<file path="src/rtl/rdo_pkg.sv">
package rdo_pkg;
  typedef enum logic [2:0] {
    ST_IDLE,
    ST_SETUP,
    ST_POLL,
    ST_SHIFT,
    ST_DONE
  } rdo_state_e;
endpackage

</file>
<file path="src/rtl/rdo_tick_gen.sv">
module rdo_tick_gen #(
  parameter int HALF_DIV = 4
) (
  input  logic clk,
  input  logic rst,
  input  logic en,
  output logic tick
);
  localparam int DW = (HALF_DIV > 1) ? $clog2(HALF_DIV) : 1;
  localparam logic [DW-1:0] LAST = DW'(HALF_DIV - 1);

  logic [DW-1:0] cnt;

  always_ff @(posedge clk) begin
    if (rst || !en)      cnt <= '0;
    else if (cnt == LAST) cnt <= '0;
    else                 cnt <= cnt + 1'b1;
  end

  assign tick = en && (cnt == LAST);

  generate
    if (HALF_DIV > 1) begin : g_gap
      // two ticks never arrive in consecutive cycles
      a_r4_tick_gap: assert property (@(posedge clk) disable iff (rst)
        tick |=> !tick);
    end
  endgenerate
endmodule

</file>
<file path="src/rtl/rdo_len_sel.sv">
module rdo_len_sel #(
  parameter int FRAME_BITS = 24,
  parameter int CNT_W      = 5
) (
  input  logic [CNT_W-1:0] req,
  input  logic             two_wire,
  output logic [CNT_W-1:0] len,
  output logic             partial
);
  localparam logic [CNT_W-1:0] FULL = CNT_W'(FRAME_BITS);

  always_comb begin
    if (two_wire || req == '0 || req > FULL) len = FULL;
    else                                     len = req;
    partial = (len != FULL);
  end
endmodule

</file>
<file path="src/rtl/rdo_capture.sv">
module rdo_capture #(
  parameter int FRAME_BITS = 24,
  parameter int CNT_W      = 5,
  localparam int RES_W     = FRAME_BITS - 1
) (
  input  logic             clk,
  input  logic             rst,
  input  logic             clear,
  input  logic             load,
  input  logic [CNT_W-1:0] idx,
  input  logic             din,
  output logic             status,
  output logic [RES_W-1:0] word
);
  always_ff @(posedge clk) begin
    if (rst || clear) begin
      status <= 1'b0;
      word   <= '0;
    end else if (load) begin
      if (idx == '0) status <= din;
      for (int b = 0; b < RES_W; b++) begin
        if (idx == CNT_W'(FRAME_BITS - 1 - b)) word[b] <= din;
      end
    end
  end
endmodule

</file>
<file path="src/rtl/adc_readout_ctrl.sv">
module adc_readout_ctrl #(
  parameter int HALF_DIV   = 4,
  parameter int FRAME_BITS = 24,
  localparam int CNT_W     = $clog2(FRAME_BITS + 1),
  localparam int RES_W     = FRAME_BITS - 1
) (
  input  logic             clk,
  input  logic             rst,
  input  logic             start,
  input  logic [CNT_W-1:0] bit_count,
  input  logic             two_wire,
  input  logic             sdo,
  output logic             cs_n,
  output logic             sclk,
  output logic             busy,
  output logic             valid,
  output logic             truncated,
  output logic             status_bit,
  output logic [RES_W-1:0] result
);
  import rdo_pkg::*;

  rdo_state_e       state;
  logic [CNT_W-1:0] nb_q, bitn, len_sel;
  logic             tw_q, part_q, part_sel;
  logic             tick, tick_en;
  logic             cap_load, cap_clear, cap_status;
  logic [CNT_W-1:0] cap_idx;
  logic [RES_W-1:0] cap_word;

  assign tick_en = (state == ST_SETUP) || (state == ST_POLL) || (state == ST_SHIFT);

  rdo_tick_gen #(.HALF_DIV(HALF_DIV)) u_tick (
    .clk(clk), .rst(rst), .en(tick_en), .tick(tick)
  );

  rdo_len_sel #(.FRAME_BITS(FRAME_BITS), .CNT_W(CNT_W)) u_len (
    .req(bit_count), .two_wire(two_wire), .len(len_sel), .partial(part_sel)
  );

  assign cap_clear = (state == ST_IDLE) && start;
  assign cap_load  = ((state == ST_POLL) && tick && !sdo) ||
                     ((state == ST_SHIFT) && tick && !sclk);
  assign cap_idx   = (state == ST_POLL) ? '0 : bitn;

  rdo_capture #(.FRAME_BITS(FRAME_BITS), .CNT_W(CNT_W)) u_cap (
    .clk(clk), .rst(rst), .clear(cap_clear), .load(cap_load),
    .idx(cap_idx), .din(sdo), .status(cap_status), .word(cap_word)
  );

  always_ff @(posedge clk) begin
    if (rst) begin
      state      <= ST_IDLE;
      cs_n       <= 1'b1;
      sclk       <= 1'b0;
      busy       <= 1'b0;
      valid      <= 1'b0;
      truncated  <= 1'b0;
      status_bit <= 1'b0;
      result     <= '0;
      nb_q       <= CNT_W'(FRAME_BITS);
      tw_q       <= 1'b0;
      part_q     <= 1'b0;
      bitn       <= '0;
    end else begin
      valid <= 1'b0;
      case (state)
        ST_IDLE: begin
          cs_n <= ~two_wire;
          sclk <= 1'b0;
          if (start) begin
            nb_q   <= len_sel;
            part_q <= part_sel;
            tw_q   <= two_wire;
            cs_n   <= 1'b0;
            busy   <= 1'b1;
            bitn   <= '0;
            state  <= ST_SETUP;
          end
        end
        ST_SETUP: if (tick) state <= ST_POLL;
        ST_POLL: begin
          if (tick && !sdo) begin
            sclk  <= 1'b1;
            bitn  <= CNT_W'(1);
            state <= ST_SHIFT;
          end
        end
        ST_SHIFT: begin
          if (tick) begin
            if (sclk) begin
              sclk <= 1'b0;
              if (bitn == nb_q) begin
                cs_n  <= ~tw_q;
                state <= ST_DONE;
              end
            end else begin
              sclk <= 1'b1;
              bitn <= bitn + 1'b1;
            end
          end
        end
        ST_DONE: begin
          valid      <= 1'b1;
          truncated  <= part_q;
          busy       <= 1'b0;
          status_bit <= cap_status;
          result     <= cap_word;
          state      <= ST_IDLE;
        end
        default: state <= ST_IDLE;
      endcase
    end
  end

  // chip select only falls with the serial clock low
  a_r2_sclk_low_at_select: assert property (@(posedge clk) disable iff (rst)
    $fell(cs_n) |-> !sclk);
  // no clock activity before polling starts
  a_r2_setup_quiet: assert property (@(posedge clk) disable iff (rst)
    (state == ST_SETUP) |-> !sclk);
  // polling never drives the serial clock high
  a_r3_poll_no_clock: assert property (@(posedge clk) disable iff (rst)
    (state == ST_POLL) |-> !sclk);
  // the clock is only high with the converter selected
  a_r3_clock_needs_select: assert property (@(posedge clk) disable iff (rst)
    sclk |-> !cs_n);
  // the bit counter stays within the latched length
  a_r6_bits_bounded: assert property (@(posedge clk) disable iff (rst)
    (state == ST_SHIFT) |-> (bitn != '0 && bitn <= nb_q));
  // the completion strobe is a single cycle
  a_r7_valid_pulse: assert property (@(posedge clk) disable iff (rst)
    valid |=> !valid);
  // three-wire reads end with chip select released
  a_r7_release: assert property (@(posedge clk) disable iff (rst)
    (valid && !tw_q) |-> cs_n);
  // two-wire reads never release chip select
  a_r9_hold_select: assert property (@(posedge clk) disable iff (rst)
    (tw_q && state != ST_IDLE) |-> !cs_n);
endmodule

</file>
<file path="config.mk">
export PLATFORM = sky130hd
export DESIGN_NAME = adc_readout_ctrl
export DESIGN_NICKNAME = d
export VERILOG_FILES = /design/src/rtl/rdo_pkg.sv /design/src/rtl/rdo_tick_gen.sv /design/src/rtl/rdo_len_sel.sv /design/src/rtl/rdo_capture.sv /design/src/rtl/adc_readout_ctrl.sv
export SDC_FILE = /design/constraint.sdc
export NUM_CORES = 1
export LEC_CHECK = 0
export ABC_AREA = 1
export ABC_CLOCK_PERIOD_IN_PS = 1700
export BUFFER_PORTS_ARGS = -buffer_cell sky130_fd_sc_hd__buf_2
export CAP_MARGIN = 10
export CORE_UTILIZATION = 51
export CTS_BUF_LIST = sky130_fd_sc_hd__clkbuf_4
export DETAILED_ROUTE_END_ITERATION = 8
export PLACE_DENSITY = 0.72
export SLEW_MARGIN = 5
export SYNTH_ARGS = -nofsm -noshare
export SYNTH_HDL_FRONTEND = slang
export SYNTH_SLANG_ARGS = --single-unit
</file>
<file path="constraint.sdc">
create_clock -name clk -period 1.7 [get_ports clk]
set_clock_uncertainty 0.1 [all_clocks]
set_input_delay 0.085 -clock clk [delete_from_list [all_inputs] [get_ports clk]]
set_output_delay 0.085 -clock clk [all_outputs]
set_load 0.005 [all_outputs]
</file>
==> results of run 1 <==
synthesized netlist by cell type, drive strengths merged:
cell / instances
a211oi: 1
nand3b: 1
o21ai: 38
inv: 41
dfxtp: 70
buf: 10
clkinv: 2
nor2: 137
o211ai: 2
nand3: 30
clkdlybuf4s15: 1
or2: 1
xnor2: 1
nand4: 17
ha: 2
a21oi: 17
nor3: 2
clkbuf: 7
nand2: 94
registers in the layout, indices dropped and copies added, names as in the netlist:
name / flops
result: 23
u_cap.word: 23
bitn: 5
nb_q: 5
state: 3
u_tick.cnt: 2
busy: 1
cs_n: 1
part_q: 1
sclk: 1
status_bit: 1
truncated: 1
tw_q: 1
u_cap.status: 1
valid: 1
logic make-up after synthesis:
logic type      after synthesis  share of synthesized area, %
compound gates               58                         9.189
buf+inv                      61                         8.631
flops                        70                         41.67
fa+ha+maj                     2                        0.7439
simple gates                282                         39.51
xor+xnor                      1                        0.2605
repair_timing:
action | in CTS | in global routing
resized for setup | 0 | 15
hold endpoints to repair | 17 | 0
hold buffers | 9 | 0
setup endpoints to repair | 0 | 35
layout make-up:
cell class	count	area (um2)
Fill cell	642	2484
Multi-Input combinational cell	343	1704
Sequential cell	70	1406
Timing Repair Buffer	61	389.1
Inverter	43	161.4
Tap cell	77	96.34
Clock buffer	9	67.56
Clock inverter	4	41.29
per-stage QoR:
step	worst slack (ps)	util, %	hold slack, ps
after floorplan	245.1	-	88.13
after global placement	114.7	57.10	206.2
after detailed placement	60.06	57.10	209.3
after CTS	19.54	60.24	308.1
after global routing	-53.30	60.89	340.6
final	85.68	60.89	331.9
report_power, final:
group          switching [mW]  internal [mW]
sequential              0.143           1.79
clock                   0.545          0.411
combinational            1.04          0.554
total                    1.73           2.76
worst paths after layout:
check                                   start       endpoint  slack [ps]  depth (start not counted)
worst max register to register       state[2]  u_cap.word[9]          90                         10
worst min-delay path            u_tick.cnt[0]  u_tick.cnt[0]         330                          1
worst min register to register  u_tick.cnt[0]  u_tick.cnt[0]         330                          1
worst max-delay path                 state[2]  u_cap.word[9]          90                         10
per-layer routing:
metal / global-route usage [%] / vias up
met3: 3.877 / 14
met4: 9.718 / 0
met1: 27.47 / 1355
met5: 0 / -
li1: - / 1614
met2: 36.96 / 56
cell usage in the layout, fill, tap and decap left out, types with 2 or more instances in the layout:
cell type,netlist,layout
nand2_2,6,6
nor2_4,6,7
nand3_4,2,2
o21ai_0,35,34
nand2_4,4,5
dfxtp_1,70,66
nand3_2,1,2
nand2_1,84,83
nand4_1,16,16
buf_2,5,38
dfxtp_2,0,4
nand3_1,27,26
nor3_1,2,2
inv_2,8,8
a21oi_1,16,16
o211ai_1,2,2
o21ai_2,2,4
clkinv_1,2,5
clkbuf_4,0,9
ha_1,2,2
nor2_1,123,120
inv_1,33,33
nor2_2,7,9
buf_4,0,13
dlygate4sd3_1,0,9
==> flow_metrics.py, run 1 <==
metrics = {
    "worst_setup_path": {
        "max_stage_delay_ps": 370,
        "path_common_cell": "nor2_1",
        "crit_path_cell_trace": "inv_2 -> nand2_4 -> nor2_8 -> nand3_2 -> nand2_2 -> buf_4 -> nand2_2 -> nor2_1 -> nor2_1 -> nor2_1",
        "worstSetupStartpointType": "flop",
        "worstPathArrival_ps": 1870,
        "cp_slowest_cell": "dfxtp_2",
        "critical_path_buf_inv_count": 2,
        "worstPathMaxFanout": 7,
        "critPathRequiredTime_ps": 1950,
        "endpoint_kind": "flop",
        "crit_family": "simple AND/OR/NAND/NOR gates",
        "crit_type": "reg -> reg",
    },
    "route": {
        "routed-via-count": 3039,
        "route.met2.wl_mm": 3.378,
        "wl_met3_um": 242,
        "vias_per_cell": 5.007,
        "drt_iter0_markers": 118,
        "dr.max_layer_used": "met4",
        "routed_wl_mm": 7.112,
        "routedWlPerCell_um": 11.72,
        "m1WireLength_mm": 3.348,
        "drtAntennaViolNets": 0,
        "drt_pass1_iterations": 4,
        "drc": 0,
    },
    "grt": {
        "gr-usage-all-layers_pct": 21.96,
        "globalRouteOverflowTotal": 0,
        "grt_max_degree": 26,
        "antenna_found_initial": 0,
        "first_global_vias": 2761,
        "grt_pass1_wl_mm": 12.37,
    },
    "power": {
        "power.leakage_nw": 1.707,
        "finalPower_mw": 4.490,
        "irDropWorstVdd_v": 0.0008351,
        "powerDensity_nw_per_um2": 1161,
    },
    "clock_tree": {
        "numCtsBuffers": 9,
        "cts_tree": "built",
        "clock_latency_ps": 410,
        "clock-sinks": 70,
        "cts_max_level": 3,
        "cts_buffer_depth": 2,
        "clkTransAtPathRegs_ps": 110,
        "cts_setup_buffers": 0,
        "cts_root_buf": "clkbuf_4",
    },
    "finish": {
        "drive_above_1_share_pct": 21.51,
        "final_cells": 607,
        "syn_to_final_growth_pct": 14.96,
        "design_area_um2": 3866,
        "n_antenna_cell": 0,
        "finalNetCount": 540,
    },
    "sta": {
        "max_freq_ghz": 0.6195,
        "maxSlewHeadroom_pct": 70.10,
        "finalSetupTns_ps": 0,
        "finalCritPeriodShare_pct": 94.96,
        "tightest_slew_ps": 447.9,
        "rsz0062_at_grt": "yes",
        "hold_viol_final": 0,
        "final-setup-viol-count": 0,
        "maxSlewViolCount": 0,
        "period_needed_ps": 1614,
    },
    "synth": {
        "syn_area_um2": 3363,
        "yosys.area.top_type": "dfxtp_1",
        "yosys-top-cells-area": "dfxtp_1 42%, nor2_1 14%, nand2_1 9.4%, o21ai_0 5.2%, nand3_1 4.0%",
        "synth_cell_types": 34,
        "synthesis.nets": 486,
        "yosysTopAreaCellShare_pct": 41.67,
        "synth-seq-cells": 70,
        "yosysSeqAreaShare_pct": 41.67,
        "syn_avg_cell_area_um2": 7.095,
        "syn_inst": 474,
        "ys_warn_count": 0,
    },
    "placement": {
        "io_buffers": 38,
        "place_hpwl_mm": 5.187,
        "placed_area_um2": 3626,
        "gp_congestion": 0.9246,
        "placed_cells": 585,
    },
    "die": {
        "io_pins": 39,
        "die_h_um": 83.21,
        "coreArea_um2": 6350,
        "die_w_um": 83.21,
        "die_area_um2": 6923,
        "rows": 29,
        "initial_core_util_pct": 52.97,
    },
    "status": {
        "outcome": "finished clean",
    },
    "job": {
        "maxCapViolCount": 0,
    },
    "hold_path": {
        "hold_class": "reg -> reg",
    },
}
Note: power is estimated with default switching activity, not from simulation.
==> inputs of run 2 (changes only) <==
Settings changed: ABC_AREA 1 to unset, PLACE_DENSITY 0.72 to 0.73.
==> run 2 against run 1 <==
Total power is 32% lower; die area is 8.6% lower; sequential share of layout area is 0.57 points lower; cell area is 2.0% higher; synthesized cell count is 22% lower; setup slack worse by 65 ps; first-iteration DRC count is 60% higher; global-route usage is 3.1 points higher; routed wire length is 4.9% higher; combinational power is 85% lower; core utilization is 9.0 points higher; largest cell class unchanged.
==> flow_metrics.py, run 2 <==
metrics = {
    "status": {
        "outcome": "finished clean",
    },
    "synth": {
        "synthTopCellsByCount": "83 x nand2_1, 70 x dfxtp_1, 41 x a21oi_1",
        "yosysTopAreaCellShare_pct": 45.68,
        "syn_area_um2": 3068,
        "post-synth-top-count-cell": "nand2_1",
        "syn_inst": 368,
        "synth-seq-cells": 70,
        "yosys.area.top_type": "dfxtp_1",
        "synthesis.nets": 380,
        "syn_avg_cell_area_um2": 8.337,
        "ys_warn_count": 0,
        "synth_cell_types": 46,
        "synth_edf_count": 0,
        "synth-main-ff-cell": "dfxtp_1",
        "yosysSeqAreaShare_pct": 45.68,
        "yosys-top-cells-area": "dfxtp_1 46%, nand2_1 10%, a21oi_1 6.7%, mux2i_1 5.9%, nand3_1 2.4%",
        "ys_async_sr_fraction_pct": 0,
    },
    "grt": {
        "grt_max_degree": 28,
        "grt_pass1_wl_mm": 12.25,
        "grt.met2_usage_pct": 40.34,
        "gr-usage-all-layers_pct": 25.07,
        "antenna_found_initial": 0,
        "met3_usage_pct": 5.143,
        "grt-busiest-layer": "met2",
        "globalRouteOverflowTotal": 0,
        "use_met1_pct": 33.29,
        "first_global_vias": 2562,
    },
    "worst_setup_path": {
        "crit_type": "reg -> reg",
        "worstPathMaxFanout": 4,
        "worstSetupStartpointType": "flop",
        "rr_endpoint": "nb_q[1]",
        "critPathRequiredTime_ps": 1960,
        "endpoint_kind": "flop",
        "r2r-start": "state[1]",
        "max_stage_delay_ps": 380,
        "cp_slowest_cell": "dfxtp_4",
        "worstPathArrival_ps": 1940,
        "crit_path_cell_trace": "buf_6 -> nor4b_4 -> buf_4 -> o311ai_4 -> a311oi_2 -> a22o_1",
        "r2r_slack_ps": 20,
        "r2r_cells": 6,
    },
    "die": {
        "io_pins": 39,
        "die_w_um": 79.56,
        "die_area_um2": 6330,
        "rows": 27,
        "die_h_um": 79.56,
        "initial_core_util_pct": 54.38,
        "coreArea_um2": 5642,
    },
    "sta": {
        "hold_viol_final": 0,
        "period_needed_ps": 1679,
        "finalSetupTns_ps": 0,
        "maxSlewHeadroom_pct": 69.58,
        "worst_slack_ps": 20.99,
        "rsz0062_at_grt": "yes",
        "maxSlewViolCount": 0,
        "max_freq_ghz": 0.5956,
        "tightest_slew_ps": 454.3,
        "finalCritPeriodShare_pct": 98.77,
        "final-setup-viol-count": 0,
    },
    "placement": {
        "io_buffers": 38,
        "gp_congestion": 0.8772,
        "place_hpwl_mm": 5.192,
        "pre_cts_slack_ps": -117.8,
    },
    "route": {
        "drt_pass1_iterations": 4,
        "drtAntennaViolNets": 0,
        "vias_per_cell": 5.548,
        "routedWlPerCell_um": 14.49,
        "drc": 0,
        "drt_iter0_markers": 189,
        "routed_wl_mm": 7.461,
        "routed-via-count": 2857,
    },
    "power": {
        "p_sw_share_pct": 26.63,
        "seq_power_share_pct": 54.8,
        "irDropWorstVdd_v": 0.0008020,
        "power.leakage_nw": 1.621,
        "internal_power_mw": 2.235,
        "p_sw_mw": 0.8111,
        "combPwrFrac_pct": 8.0,
        "clockPowerShare_pct": 37.2,
        "powerDensity_nw_per_um2": 772.1,
    },
    "clock_tree": {
        "clkTransAtPathRegs_ps": 120,
        "cts_max_level": 3,
        "cts_buffer_depth": 2,
        "clock-sinks": 70,
        "cts_tree": "built",
        "clock_latency_ps": 410,
        "cts_root_buf": "clkbuf_4",
        "numCtsBuffers": 9,
    },
    "finish": {
        "multi_input_area_um2": 1664,
        "largestRegisters": "result (23), u_cap.word (23)",
        "syn_to_final_growth_pct": 28.59,
        "drive_above_1_share_pct": 27.99,
        "layout_commonest_cell": "nand2_1",
        "n_antenna_cell": 0,
        "regArea_um2": 1413,
        "layout_common_cells": "83 x nand2_1, 65 x dfxtp_1, 39 x a21oi_1, 38 x buf_2, 29 x buf_4",
        "fillers": 464,
        "finalNetCount": 450,
    },
    "hold_path": {
        "hold_class": "reg -> reg",
        "hold-path-endpoint": "u_tick.cnt[0]",
        "min_from": "u_tick.cnt[0]",
        "whs_path_depth": 1,
    },
    "job": {
        "maxCapViolCount": 0,
    },
}
-- run 2: critical path, delay by kind of cell, from the launching register on --
kind                   cells  cell delay, ps
AND/OR/NAND/NOR            1             250
buffers and inverters      2             280
AO/OA/AOI/OAI              3             620
flip-flops                 1             380
-- run 2: how the worst max path moves through the flow --
stage	from	to	slack, ps	depth (start not counted)
finish	state[1]	nb_q[1]	20	6
global route	state[1]	nb_q[1]	-90	6
CTS	state[2]	bitn[3]	-0.3	4
detailed placement	state[2]	u_cap.word[1]	-120	5
global placement	state[1]	u_cap.word[1]	-40	5
floorplan	state[0]	u_cap.word[10]	40	6
-- run 2: cells by family (layout without fill, tap and decap cells) --
group,count (synthesis),in the layout,share of synthesized area (%)
buffers and inverters,28,103,3.915
AND/OR/NAND/NOR,168,168,27.00
XOR/XNOR,5,5,1.427
AO/OA/AOI/OAI,77,77,15.29
flip-flops,70,70,45.68
multiplexers,18,18,5.873
adder cells (fa/ha/maj),2,2,0.8155
-- run 2: metrics by stage --
step	hold slack, ps	power [mW]	area [um2]	util, %	cells
floorplan	110.7	1.828	3068	-	368
global placement	206.3	1.897	3536	62.67	487
detailed placement	208.7	1.903	3536	62.67	487
CTS	0.4602	3.026	3802	67.40	512
global route	315.8	3.159	3945	69.93	515
finish	315.0	3.046	3945	69.93	515
-- run 2: power groups by stage --
| stage | logic, mW | registers, mW | clock network [mW] |
|---|---|---|---|
| after floorplan | 0.124 | 1.70 | 0 |
| after global placement | 0.191 | 1.71 | 0 |
| after detailed placement | 0.195 | 1.71 | 0 |
| after CTS | 0.213 | 1.67 | 1.14 |
| after global routing | 0.262 | 1.67 | 1.22 |
| final | 0.244 | 1.67 | 1.13 |
-- run 2: area by class of cell --
cell class / instances / share of cell area, %
Multi-Input combinational cell: 270 / 42.18
Timing Repair Buffer: 85 / 15.86
Inverter: 2 / 0.1903
Clock inverter: 7 / 1.966
Tap cell: 72 / 2.284
Clock buffer: 9 / 1.713
Sequential cell: 70 / 35.81
-- run 2: metal layers --
layer | share of wire (%) | routed length [um] | vias to the layer above
li1 | - | - | 1434
met1 | 45 | 3375 | 1335
met2 | 48 | 3591 | 80
met3 | 5.5 | 412 | 8
met4 | 1.1 | 81 | 0
met5 | 0 | 0 | -
-- run 2: what timing repair did --
action	4_1_cts	5_1_grt
resized for setup	11	28
endpoints found under the hold margin	17	3
setup endpoints to repair	22	37
hold buffers	8	1
pin swaps	5	10
setup buffers	1	3
